<file path="config.mk">
export PLATFORM = sky130hd
export DESIGN_NAME = pic_cascade
export DESIGN_NICKNAME = d
export VERILOG_FILES = /design/src/rtl/pic_pkg.sv /design/src/rtl/irq_resolver.sv /design/src/rtl/port_decode.sv /design/src/rtl/pic_cascade.sv
export SDC_FILE = /design/constraint.sdc
export NUM_CORES = 1
export LEC_CHECK = 0
export ABC_CLOCK_PERIOD_IN_PS = 8450
export BUFFER_PORTS_ARGS = -buffer_cell sky130_fd_sc_hd__buf_2
export CAP_MARGIN = 20
export CORE_UTILIZATION = 51
export DETAILED_ROUTE_END_ITERATION = 16
export PLACE_DENSITY = 0.7
export SLEW_MARGIN = 0
export SYNTH_ARGS = -nofsm -noshare
export SYNTH_HDL_FRONTEND = slang
export SYNTH_HIERARCHICAL = 1
export SYNTH_SLANG_ARGS = --single-unit
</file>
<file path="constraint.sdc">
create_clock -name clk -period 8.45 [get_ports clk]
set_clock_uncertainty 0.15 [all_clocks]
set_input_delay 0.845 -clock clk [delete_from_list [all_inputs] [get_ports clk]]
set_output_delay 0.845 -clock clk [all_outputs]
set_load 0.05 [all_outputs]
</file>
<file path="src/rtl/pic_pkg.sv">
package pic_pkg;
    localparam int NLINE  = 8;
    localparam int IDX_W  = $clog2(NLINE);
    localparam int DATA_W = 8;
    localparam int BASE_W = DATA_W - IDX_W;
    localparam int LEN_W  = 3;

    typedef struct packed {
        logic m_cmd;
        logic m_data;
        logic s_cmd;
        logic s_data;
        logic m_trig;
        logic s_trig;
    } port_sel_t;

    // Index of the lowest set bit, or NLINE when the vector is empty.
    function automatic logic [IDX_W:0] lowest_set(input logic [NLINE-1:0] v);
        logic [IDX_W:0] r;
        r = (IDX_W+1)'(NLINE);
        for (int i = NLINE - 1; i >= 0; i--) begin
            if (v[i]) r = (IDX_W+1)'(i);
        end
        return r;
    endfunction
endpackage

</file>
<file path="src/rtl/irq_resolver.sv">
module irq_resolver
    import pic_pkg::*;
#(
    parameter logic [NLINE-1:0] TRIG_MASK = '1
) (
    input  logic               clk,
    input  logic               rst_n,
    input  logic [NLINE-1:0]   lines,
    input  logic [NLINE-1:0]   set_pulse,
    input  logic               cmd_wr,
    input  logic               data_wr,
    input  logic               trig_wr,
    input  logic [DATA_W-1:0]  wdata,
    input  logic               ack,
    output logic               deliv,
    output logic [IDX_W-1:0]   win,
    output logic [BASE_W-1:0]  base,
    output logic [NLINE-1:0]   irr,
    output logic [NLINE-1:0]   isr,
    output logic [NLINE-1:0]   imr,
    output logic [NLINE-1:0]   trig,
    output logic               read_isr
);
    typedef struct packed {
        logic [NLINE-1:0]  irr;
        logic [NLINE-1:0]  isr;
        logic [NLINE-1:0]  imr;
        logic [NLINE-1:0]  trig;
        logic [NLINE-1:0]  last;
        logic [BASE_W-1:0] base;
        logic              init_wait;
        logic              read_isr;
    } res_state_t;

    res_state_t st_q, st_d;
    logic [IDX_W:0] req_pri, isr_pri;

    always_comb begin
        req_pri = lowest_set(st_q.irr & ~st_q.imr);
        isr_pri = lowest_set(st_q.isr);
        deliv   = (req_pri != (IDX_W+1)'(NLINE)) && (req_pri < isr_pri);
        win     = req_pri[IDX_W-1:0];
    end

    always_comb begin
        st_d      = st_q;
        st_d.last = lines;
        // edge-mode bits latch rising edges, level-mode bits follow the line
        st_d.irr  = ((st_q.irr | (lines & ~st_q.last)) & ~st_q.trig)
                  | (lines & st_q.trig) | set_pulse;

        if (cmd_wr) begin
            if (wdata[4]) begin
                st_d.irr       = st_d.irr & st_q.trig;
                st_d.imr       = '0;
                st_d.last      = '0;
                st_d.init_wait = 1'b1;
                st_d.read_isr  = 1'b0;
            end else if (wdata[3]) begin
                if (wdata[1]) st_d.read_isr = wdata[0];
            end else begin
                case (wdata[7:5])
                    3'b001: begin
                        if (isr_pri != (IDX_W+1)'(NLINE))
                            st_d.isr[isr_pri[IDX_W-1:0]] = 1'b0;
                    end
                    3'b011: st_d.isr[wdata[IDX_W-1:0]] = 1'b0;
                    default: ;
                endcase
            end
        end

        if (data_wr) begin
            if (st_q.init_wait) begin
                st_d.base      = wdata[DATA_W-1:IDX_W];
                st_d.init_wait = 1'b0;
            end else begin
                st_d.imr = wdata;
            end
        end

        if (trig_wr) st_d.trig = wdata & TRIG_MASK;

        // acknowledge is applied last so its clear wins over same-cycle sets
        if (ack && deliv) begin
            st_d.isr[win] = 1'b1;
            if (!st_q.trig[win]) st_d.irr[win] = 1'b0;
        end
    end

    always_ff @(posedge clk) begin
        if (!rst_n) st_q <= '0;
        else        st_q <= st_d;
    end

    assign base     = st_q.base;
    assign irr      = st_q.irr;
    assign isr      = st_q.isr;
    assign imr      = st_q.imr;
    assign trig     = st_q.trig;
    assign read_isr = st_q.read_isr;
endmodule

</file>
<file path="src/rtl/port_decode.sv">
module port_decode
    import pic_pkg::*;
#(
    parameter int                ADDR_W      = 16,
    parameter logic [ADDR_W-1:0] MASTER_ADDR = 16'h0020,
    parameter logic [ADDR_W-1:0] SLAVE_ADDR  = 16'h00A0,
    parameter logic [ADDR_W-1:0] TRIG_ADDR   = 16'h04D0
) (
    input  logic [ADDR_W-1:0] addr,
    input  logic              wr,
    input  logic              rd,
    input  logic [LEN_W-1:0]  len,
    output port_sel_t         wr_sel,
    output port_sel_t         rd_sel
);
    port_sel_t hit;
    logic      byte_ok;

    always_comb begin
        byte_ok    = (len == LEN_W'(1));
        hit.m_cmd  = (addr[ADDR_W-1:1] == MASTER_ADDR[ADDR_W-1:1]) && !addr[0];
        hit.m_data = (addr[ADDR_W-1:1] == MASTER_ADDR[ADDR_W-1:1]) &&  addr[0];
        hit.s_cmd  = (addr[ADDR_W-1:1] == SLAVE_ADDR[ADDR_W-1:1])  && !addr[0];
        hit.s_data = (addr[ADDR_W-1:1] == SLAVE_ADDR[ADDR_W-1:1])  &&  addr[0];
        hit.m_trig = (addr[ADDR_W-1:1] == TRIG_ADDR[ADDR_W-1:1])   && !addr[0];
        hit.s_trig = (addr[ADDR_W-1:1] == TRIG_ADDR[ADDR_W-1:1])   &&  addr[0];
        wr_sel     = (wr && byte_ok) ? hit : '0;
        rd_sel     = (rd && byte_ok) ? hit : '0;
    end
endmodule

</file>
<file path="src/rtl/pic_cascade.sv">
module pic_cascade
    import pic_pkg::*;
#(
    parameter int                ADDR_W       = 16,
    parameter logic [ADDR_W-1:0] MASTER_ADDR  = 16'h0020,
    parameter logic [ADDR_W-1:0] SLAVE_ADDR   = 16'h00A0,
    parameter logic [ADDR_W-1:0] TRIG_ADDR    = 16'h04D0,
    parameter logic [7:0]        M_TRIG_MASK  = 8'hF8,
    parameter logic [7:0]        S_TRIG_MASK  = 8'hDE,
    parameter int                CASCADE_LINE = 2
) (
    input  logic              clk,
    input  logic              rst_n,
    input  logic [15:0]       irq_lines,
    input  logic              inta,
    input  logic [ADDR_W-1:0] bus_addr,
    input  logic              bus_wr,
    input  logic              bus_rd,
    input  logic [2:0]        bus_len,
    input  logic [7:0]        bus_wdata,
    output logic [7:0]        bus_rdata,
    output logic              cpu_int,
    output logic [7:0]        vec_out,
    output logic              vec_valid
);
    localparam logic [IDX_W-1:0] SPUR_IDX = IDX_W'(NLINE - 1);
    localparam logic [NLINE-1:0] CASC_BIT = NLINE'(1) << CASCADE_LINE;

    typedef struct packed {
        logic [DATA_W-1:0] vec;
        logic              vec_valid;
        logic [DATA_W-1:0] rdata;
    } top_state_t;

    top_state_t top_q, top_d;
    port_sel_t  wr_sel, rd_sel;

    logic             m_deliv, s_deliv, m_rdsel, s_rdsel, s_ack;
    logic [IDX_W-1:0] m_win, s_win;
    logic [BASE_W-1:0] m_base, s_base;
    logic [NLINE-1:0] m_irr, m_isr, m_imr, m_trig;
    logic [NLINE-1:0] s_irr, s_isr, s_imr, s_trig;
    logic [NLINE-1:0] m_lines, m_pulse;

    port_decode #(
        .ADDR_W(ADDR_W), .MASTER_ADDR(MASTER_ADDR),
        .SLAVE_ADDR(SLAVE_ADDR), .TRIG_ADDR(TRIG_ADDR)
    ) u_dec (
        .addr(bus_addr), .wr(bus_wr), .rd(bus_rd), .len(bus_len),
        .wr_sel(wr_sel), .rd_sel(rd_sel)
    );

    always_comb begin
        m_lines = irq_lines[NLINE-1:0] & ~CASC_BIT;
        m_pulse = s_deliv ? CASC_BIT : '0;
        s_ack   = inta && m_deliv && (m_win == IDX_W'(CASCADE_LINE));
    end

    irq_resolver #(.TRIG_MASK(M_TRIG_MASK)) u_master (
        .clk(clk), .rst_n(rst_n), .lines(m_lines), .set_pulse(m_pulse),
        .cmd_wr(wr_sel.m_cmd), .data_wr(wr_sel.m_data), .trig_wr(wr_sel.m_trig),
        .wdata(bus_wdata), .ack(inta),
        .deliv(m_deliv), .win(m_win), .base(m_base),
        .irr(m_irr), .isr(m_isr), .imr(m_imr), .trig(m_trig), .read_isr(m_rdsel)
    );

    irq_resolver #(.TRIG_MASK(S_TRIG_MASK)) u_slave (
        .clk(clk), .rst_n(rst_n), .lines(irq_lines[2*NLINE-1:NLINE]), .set_pulse('0),
        .cmd_wr(wr_sel.s_cmd), .data_wr(wr_sel.s_data), .trig_wr(wr_sel.s_trig),
        .wdata(bus_wdata), .ack(s_ack),
        .deliv(s_deliv), .win(s_win), .base(s_base),
        .irr(s_irr), .isr(s_isr), .imr(s_imr), .trig(s_trig), .read_isr(s_rdsel)
    );

    always_comb begin
        top_d           = top_q;
        top_d.vec_valid = inta;
        if (inta) begin
            if (!m_deliv)
                top_d.vec = {m_base, SPUR_IDX};
            else if (m_win == IDX_W'(CASCADE_LINE))
                top_d.vec = s_deliv ? {s_base, s_win} : {s_base, SPUR_IDX};
            else
                top_d.vec = {m_base, m_win};
        end

        if (rd_sel.m_cmd)       top_d.rdata = m_rdsel ? m_isr : m_irr;
        else if (rd_sel.m_data) top_d.rdata = m_imr;
        else if (rd_sel.s_cmd)  top_d.rdata = s_rdsel ? s_isr : s_irr;
        else if (rd_sel.s_data) top_d.rdata = s_imr;
        else if (rd_sel.m_trig) top_d.rdata = m_trig;
        else if (rd_sel.s_trig) top_d.rdata = s_trig;
        else                    top_d.rdata = '0;
    end

    always_ff @(posedge clk) begin
        if (!rst_n) top_q <= '0;
        else        top_q <= top_d;
    end

    assign bus_rdata = top_q.rdata;
    assign vec_out   = top_q.vec;
    assign vec_valid = top_q.vec_valid;
    assign cpu_int   = m_deliv;
endmodule

</file>
Word level (Yosys, flattened, before mapping)
Index checks and enable logic that the tools add are counted.

storage, ports and cells
  logic and storage cells = 200
  register bits after elaboration = 106
  input port bits = 48

operators by class
  multiplexer cells = 97
  bitwise operators = 34
  equality and inequality tests = 11
  $lt $le $gt $ge = 12
  reductions and logical operators = 26

operators by type and width
  operator                count
  $mux W8                 30
  $and A8 B8 Y8           16
  $mux W4                 32
  $not A8 Y8              11
  $mux W24                2
  $or A8 B8 Y8            6
  $mux W16                2
  $pmux W8 S2             2
  $lt A3 B4 Y1 const B    5
  $logic_and A1 B1 Y1     18
  $mux W1                 16
  $ne A4 B4 Y1 const B    4
  $demux W1 S3            5
  $eq A15 B10 Y1 const B  1
  $eq A15 B5 Y1 const B   1
  $eq A15 B7 Y1 const B   1
  $ge A3 B1 Y1 const B    5
  $mux W6                 2
  $lt A4 B4 Y1            2
  $or A8 B3 Y8            1
  $bmux W1 S3             2
  $eq A3 B1 Y1 const B    2
  $eq A3 B2 Y1 const B    2
  $mux W3                 2
  other kinds (5)         10

Logic depth before layout (Yosys ltp)
  depth after elaboration = 22
  depth in mapped cells = 14
  mapped depth without buffers = 13

Modules after synthesis
Netlist, hierarchy kept.

by module, submodules not included
  module                    instances  area each (um2)  sequential area each (um2)  cells an instance
  irq_resolver at u_slave   1          2663.8           900.9                       309
  irq_resolver at u_master  1          2474.9           880.8                       291
  pic_cascade               1          1179.9           340.3                       130
  port_decode               1          182.7            0.0                         27

Worst setup path before layout
Ideal clock, no wire load.

  path type = reg-to-reg
  start point = register u_master.st_q, in the netlist u_master/irr[0]
  end point = register u_slave.st_q, in the netlist u_slave/irr[3]
  data arrival time = 3511 ps
  setup slack = 4646 ps
  cell stages (with the launch flop) = 14
  library setup time = 143 ps
  path buffers = 1
  path through = dfxtp_1 -> nor2b_4 -> or4b_4 -> and4b_1 -> ha_1 -> o211a_1 -> o21ai_0 -> and3b_1 -> and4_1 -> buf_2 -> and2_1 -> o2111ai_4 -> a2111oi_2 -> a31oi_1

between the ends
  cells in the longest elaborated chain, start to end = 8
  elaborated cells on any way between the ends = 10

ends and longest elaborated chain
  element                                              RTL line            text
  start, declared                                      irq_resolver.sv:35  res_state_t st_q, st_d;
  start signal, assigned                               irq_resolver.sv:93  else st_q <= st_d;
  $and A8 B8 Y8 *                                      irq_resolver.sv:39  req_pri = lowest_set(st_q.irr & ~st_q.imr);
  $mux W4 *                                            pic_pkg.sv:22       if (v[i]) r = (IDX_W+1)'(i);
  $lt A4 B4 Y1 / $ne A4 B4 Y1 (equally long branches)  irq_resolver.sv:41  deliv = (req_pri != (IDX_W+1)'(NLINE)) && (req_pri < isr_pri);
  $logic_and A1 B1 Y1 *                                irq_resolver.sv:41
  via cpu_int                                          pic_cascade.sv:22   output logic cpu_int,
  $logic_and A1 B1 Y1 * (2 in a row)                   pic_cascade.sv:56   s_ack = inta && m_deliv && (m_win == IDX_W'(CASCADE_LINE));
  via s_ack                                            pic_cascade.sv:38   logic m_deliv, s_deliv, m_rdsel, s_rdsel, s_ack;
  $logic_and A1 B1 Y1 *                                irq_resolver.sv:85  if (ack && deliv) begin
  $mux W16 *                                           irq_resolver.sv:85
  end signal, assigned                                 irq_resolver.sv:93
  end, declared                                        irq_resolver.sv:35

The timed path passes the listed nets; every way through them passes the cells marked *.
A chain may end at the register's enable or synchronous reset.

Worst setup path after layout
  start point = register u_master.st_q, in the netlist u_master/imr[0]
  end point = register u_slave.st_q, in the netlist u_slave/irr[3]

between the ends
  cells in the longest elaborated chain, start to end = 9
  elaborated cells on any way between the ends = 11

ends and longest elaborated chain
  element                                              RTL line            text
  $not A8 Y8 *                                         irq_resolver.sv:39
  $and A8 B8 Y8 *                                      irq_resolver.sv:39
  $mux W4 *                                            pic_pkg.sv:22
  via m_win[2]                                         pic_cascade.sv:39   logic [IDX_W-1:0] m_win, s_win;
  $lt A4 B4 Y1 / $ne A4 B4 Y1 (equally long branches)  irq_resolver.sv:41
  $logic_and A1 B1 Y1                                  irq_resolver.sv:41
  $logic_and A1 B1 Y1                                  pic_cascade.sv:56
  $logic_and A1 B1 Y1 *                                pic_cascade.sv:56
  via s_ack                                            pic_cascade.sv:38
  $logic_and A1 B1 Y1 *                                irq_resolver.sv:85
  $mux W16 *                                           irq_resolver.sv:85

Marks and branches as above.

==> key figures <==
Route
  – Avg WL per Cell: 18.6 um
  – DRT iter0 DRCs: 547
  – Total Wirelength: 17.1 mm
  – # DRC: 0
  – First-pass DRT Iterations: 6
  – Via Count: 5565
  – Antenna viol nets, final: 0
  – Post-DR vias/cell: 6.06

Timing
  – Final hold vios: 0
  – RSZ-0062 raised after global routing: no
  – Slew @ Worst Pin: 1.14 ns
  – Slew headroom: 0.237
  – Final setup vio count: 0
  – Slew Viols, Final: 0
  – Final worst path period share: 0.489
  – Final Worst Setup Slack: 4.32 ns
  – Final Hold Slack: 0.318 ns
  – Fmax: 0.242 GHz
  – Fin crit period: 4.13 ns
  – Setup total negative slack: 0 ns

Layout
  – Area Growth Syn to Fin: 3.04%
  – # nets final: 800
  – Fillers: 1199
  – Fin cells: 919
  – Final instance area: 0.00670 mm2
  – # diodes: 0
  – Post-layout util: 0.549
  – Share of layout cells above drive strength 1: 0.178

Pwr
  – LEAKAGE: 2.43 nW
  – PnR Total Power: 1.19 mW
  – Peak VDD IR: 0.125 mV
  – PD cells: 177 mW/mm2

Floorplanning
  – Initial Util: 0.532
  – Top Ports: 66
  – Die X: 115 um
  – Die Ht: 115 um
  – Core box area: 0.0122 mm2
  – Site Rows: 40
  – Die area: 0.0132 mm2

Yosys
  – Synthesized cell area: 0.00650 mm2
  – Post-synthesis sequential area ratio: 0.326
  – Post-Syn Instances: 757
  – Synth async-reset ratio: 0
  – EDFF count, synth: 0
  – Ys Warns: 6
  – Mean Syn Cell Area: 8.59 um2
  – Yosys reg bits: 106
  – Primary FF master, synth: dfxtp_1
  – Netlist cell types: 71

Clocking
  – Clk_lat worst skew: 0.36 ns
  – Clock buffer depth: 2
  – Buffers inserted by post-CTS timing repair: 0
  – Inserted Clock Buffers: 9
  – Cts repair resizes: 0
  – Worst-path clk slew: 0.08 ns
  – CTS root buf: clkbuf_16
  – Cts hold-fix bufs: 0
  – Clock H-tree levels: 3
  – TritonCTS Sinks: 106
  – CTS tree: done

Global route
  – Number of global-route vias before repair: 5196
  – Aggregate global routing overflow: 0
  – Global Route Usage Sum: 0.272
  – First-pass GRT wire length: 27.5 mm
  – Antenna violations before repair: 0
  – Largest net degree at the start of global routing: 106

Critical path
  – Reg-to-reg critical path startpoint: u_master/imr[0]
  – Worst path required time: 8.52 ns
  – Critical-path cell list: nor2b_4 -> or4b_4 -> a31oi_1 -> ha_1 -> o211a_1 -> o21ai_0 -> and3b_1 -> and4_1 -> and2_1 -> o2111ai_4 -> a2111oi_2 -> a31oi_1
  – R2R cell count: 12
  – Slowest CP cell: or4b_4
  – CP endpoint kind: register
  – CP Class: reg -> reg
  – Cell with the most instances on the worst path: a31oi_1
  – Max FO, Critical Path: 6
  – Critical Path Start Type: register
  – CP peak stage delay: 0.57 ns
  – Arrival time at the worst endpoint: 4.20 ns
  – Worst r2r dst: u_slave/irr[3]
  – Reg-to-reg slack, setup: 4.32 ns

Min path
  – Min-delay src: u_slave/base[3]
  – Worst hold path type: reg -> reg
  – Hold Path Stages: 2
  – Hold Path Sink: u_slave/base[3]

Place
  – GP Congestion: 0.890
  – Place WS: 4.36 ns
  – Area after DPL: 0.00641 mm2
  – DP Cell Count: 901
  – Detail Placement HPWL: 12.4 mm
  – I/O Buffers: 64

Run
  – Max Cap Viol: 0

Status
  – Status: complete, no violations
## layer usage
metal  share of wire  wire length [um]  global-route usage  vias to the layer above
li1                -                 -                   -                     2674
met1            0.46              7940               0.377                     2655
met2            0.45              7760               0.424                      209
met3           0.057               973              0.0327                       27
met4           0.026               443               0.124                        0
met5               0                 0                   0                        -
## cell usage in the layout (no fill, tap or decap), drive strengths merged, types with 3 or more instances in the layout
master / instances
nor2b: 50
nor3b: 7
o2111ai: 3
a221oi: 14
a211oi: 9
o22ai: 12
nand2b: 18
clkbuf: 9
and2: 5
a32o: 4
o31ai: 3
o221ai: 5
nand2: 50
o21ai: 41
o211ai: 18
nand3: 17
and3b: 3
mux2: 8
buf: 71
mux2i: 27
inv: 43
o311ai: 4
and3: 17
a31oi: 14
o211a: 3
ha: 6
a21boi: 17
nor4: 14
conb: 22
nor2: 20
a221o: 11
dfxtp: 106
nor3: 17
a22oi: 16
a21oi: 34
## where the power goes
part | switching, mW | internal, mW
Sequential | 0.0207 | 0.519
Clock | 0.204 | 0.202
Combinational | 0.158 | 0.0840
## synthesized netlist by cell type, drive strengths merged (18+ instances only)
library cell | count | area, um2
a21oi | 34 | 174
buf | 87 | 654
clkbuf | 25 | 95.1
dfxtp | 106 | 2120
inv | 40 | 150
mux2i | 27 | 270
nand2 | 50 | 188
nand2b | 18 | 113
nor2 | 20 | 75.1
nor2b | 50 | 343
o211ai | 18 | 145
o21ai | 41 | 205
## flip-flops by register name, indices dropped and copies added, names as in the netlist, 5 cells and up
name,count
u_master/irr,8
u_slave/trig,6
u_slave/base,5
u_master/imr,8
u_master/base,5
bus_rdata,8
u_slave/isr,8
u_slave/irr,8
u_slave/imr,8
u_master/trig,5
u_master/isr,8
vec_out,8
u_slave/st_q,9
u_master/st_q,9
## worst max-delay path by stage
| stage | depth (start not counted) | endpoint | slack [ns] | start |
|---|---|---|---|---|
| floorplan | 13 | u_slave/irr[3] | 4.65 | u_master/irr[0] |
| global placement | 9 | u_slave/isr[6] | 4.40 | bus_addr[1] |
| detailed placement | 9 | u_slave/isr[6] | 4.36 | bus_addr[1] |
| CTS | 12 | u_slave/irr[3] | 4.35 | u_master/imr[0] |
| global route | 12 | u_slave/irr[3] | 4.11 | u_master/imr[2] |
| finish | 12 | u_slave/irr[3] | 4.32 | u_master/imr[0] |
## layout make-up
cell class              instances  area [um2]  area share
multi-input cells             518        3570       0.533
flip-flops and latches        106        2120       0.317
repair buffers                 71         370      0.0553
clock buffers                   9         225      0.0336
well taps                     168         210      0.0314
inverters                      40         150      0.0224
clock inverters                 7        51.3     0.00766
## critical path, delay by kind of cell (launching register included)
family | cells | cell delay (ns)
simple gates | 5 | 1.60
fa+ha+maj | 1 | 0.33
flops | 1 | 0.45
compound gates | 6 | 1.47
## kinds of logic (layout without fill, tap and decap cells)
kind of cell,Yosys count,in the layout,synth area share
buffers and inverters,152,127,0.138
other,3,22,0.00173
AND/OR/NAND/NOR,233,233,0.211
AO/OA/AOI/OAI,222,222,0.256
multiplexers,35,35,0.0554
flip-flops,106,106,0.326
adder cells (fa/ha/maj),6,6,0.0115
Note: power is estimated with default switching activity, not from simulation.
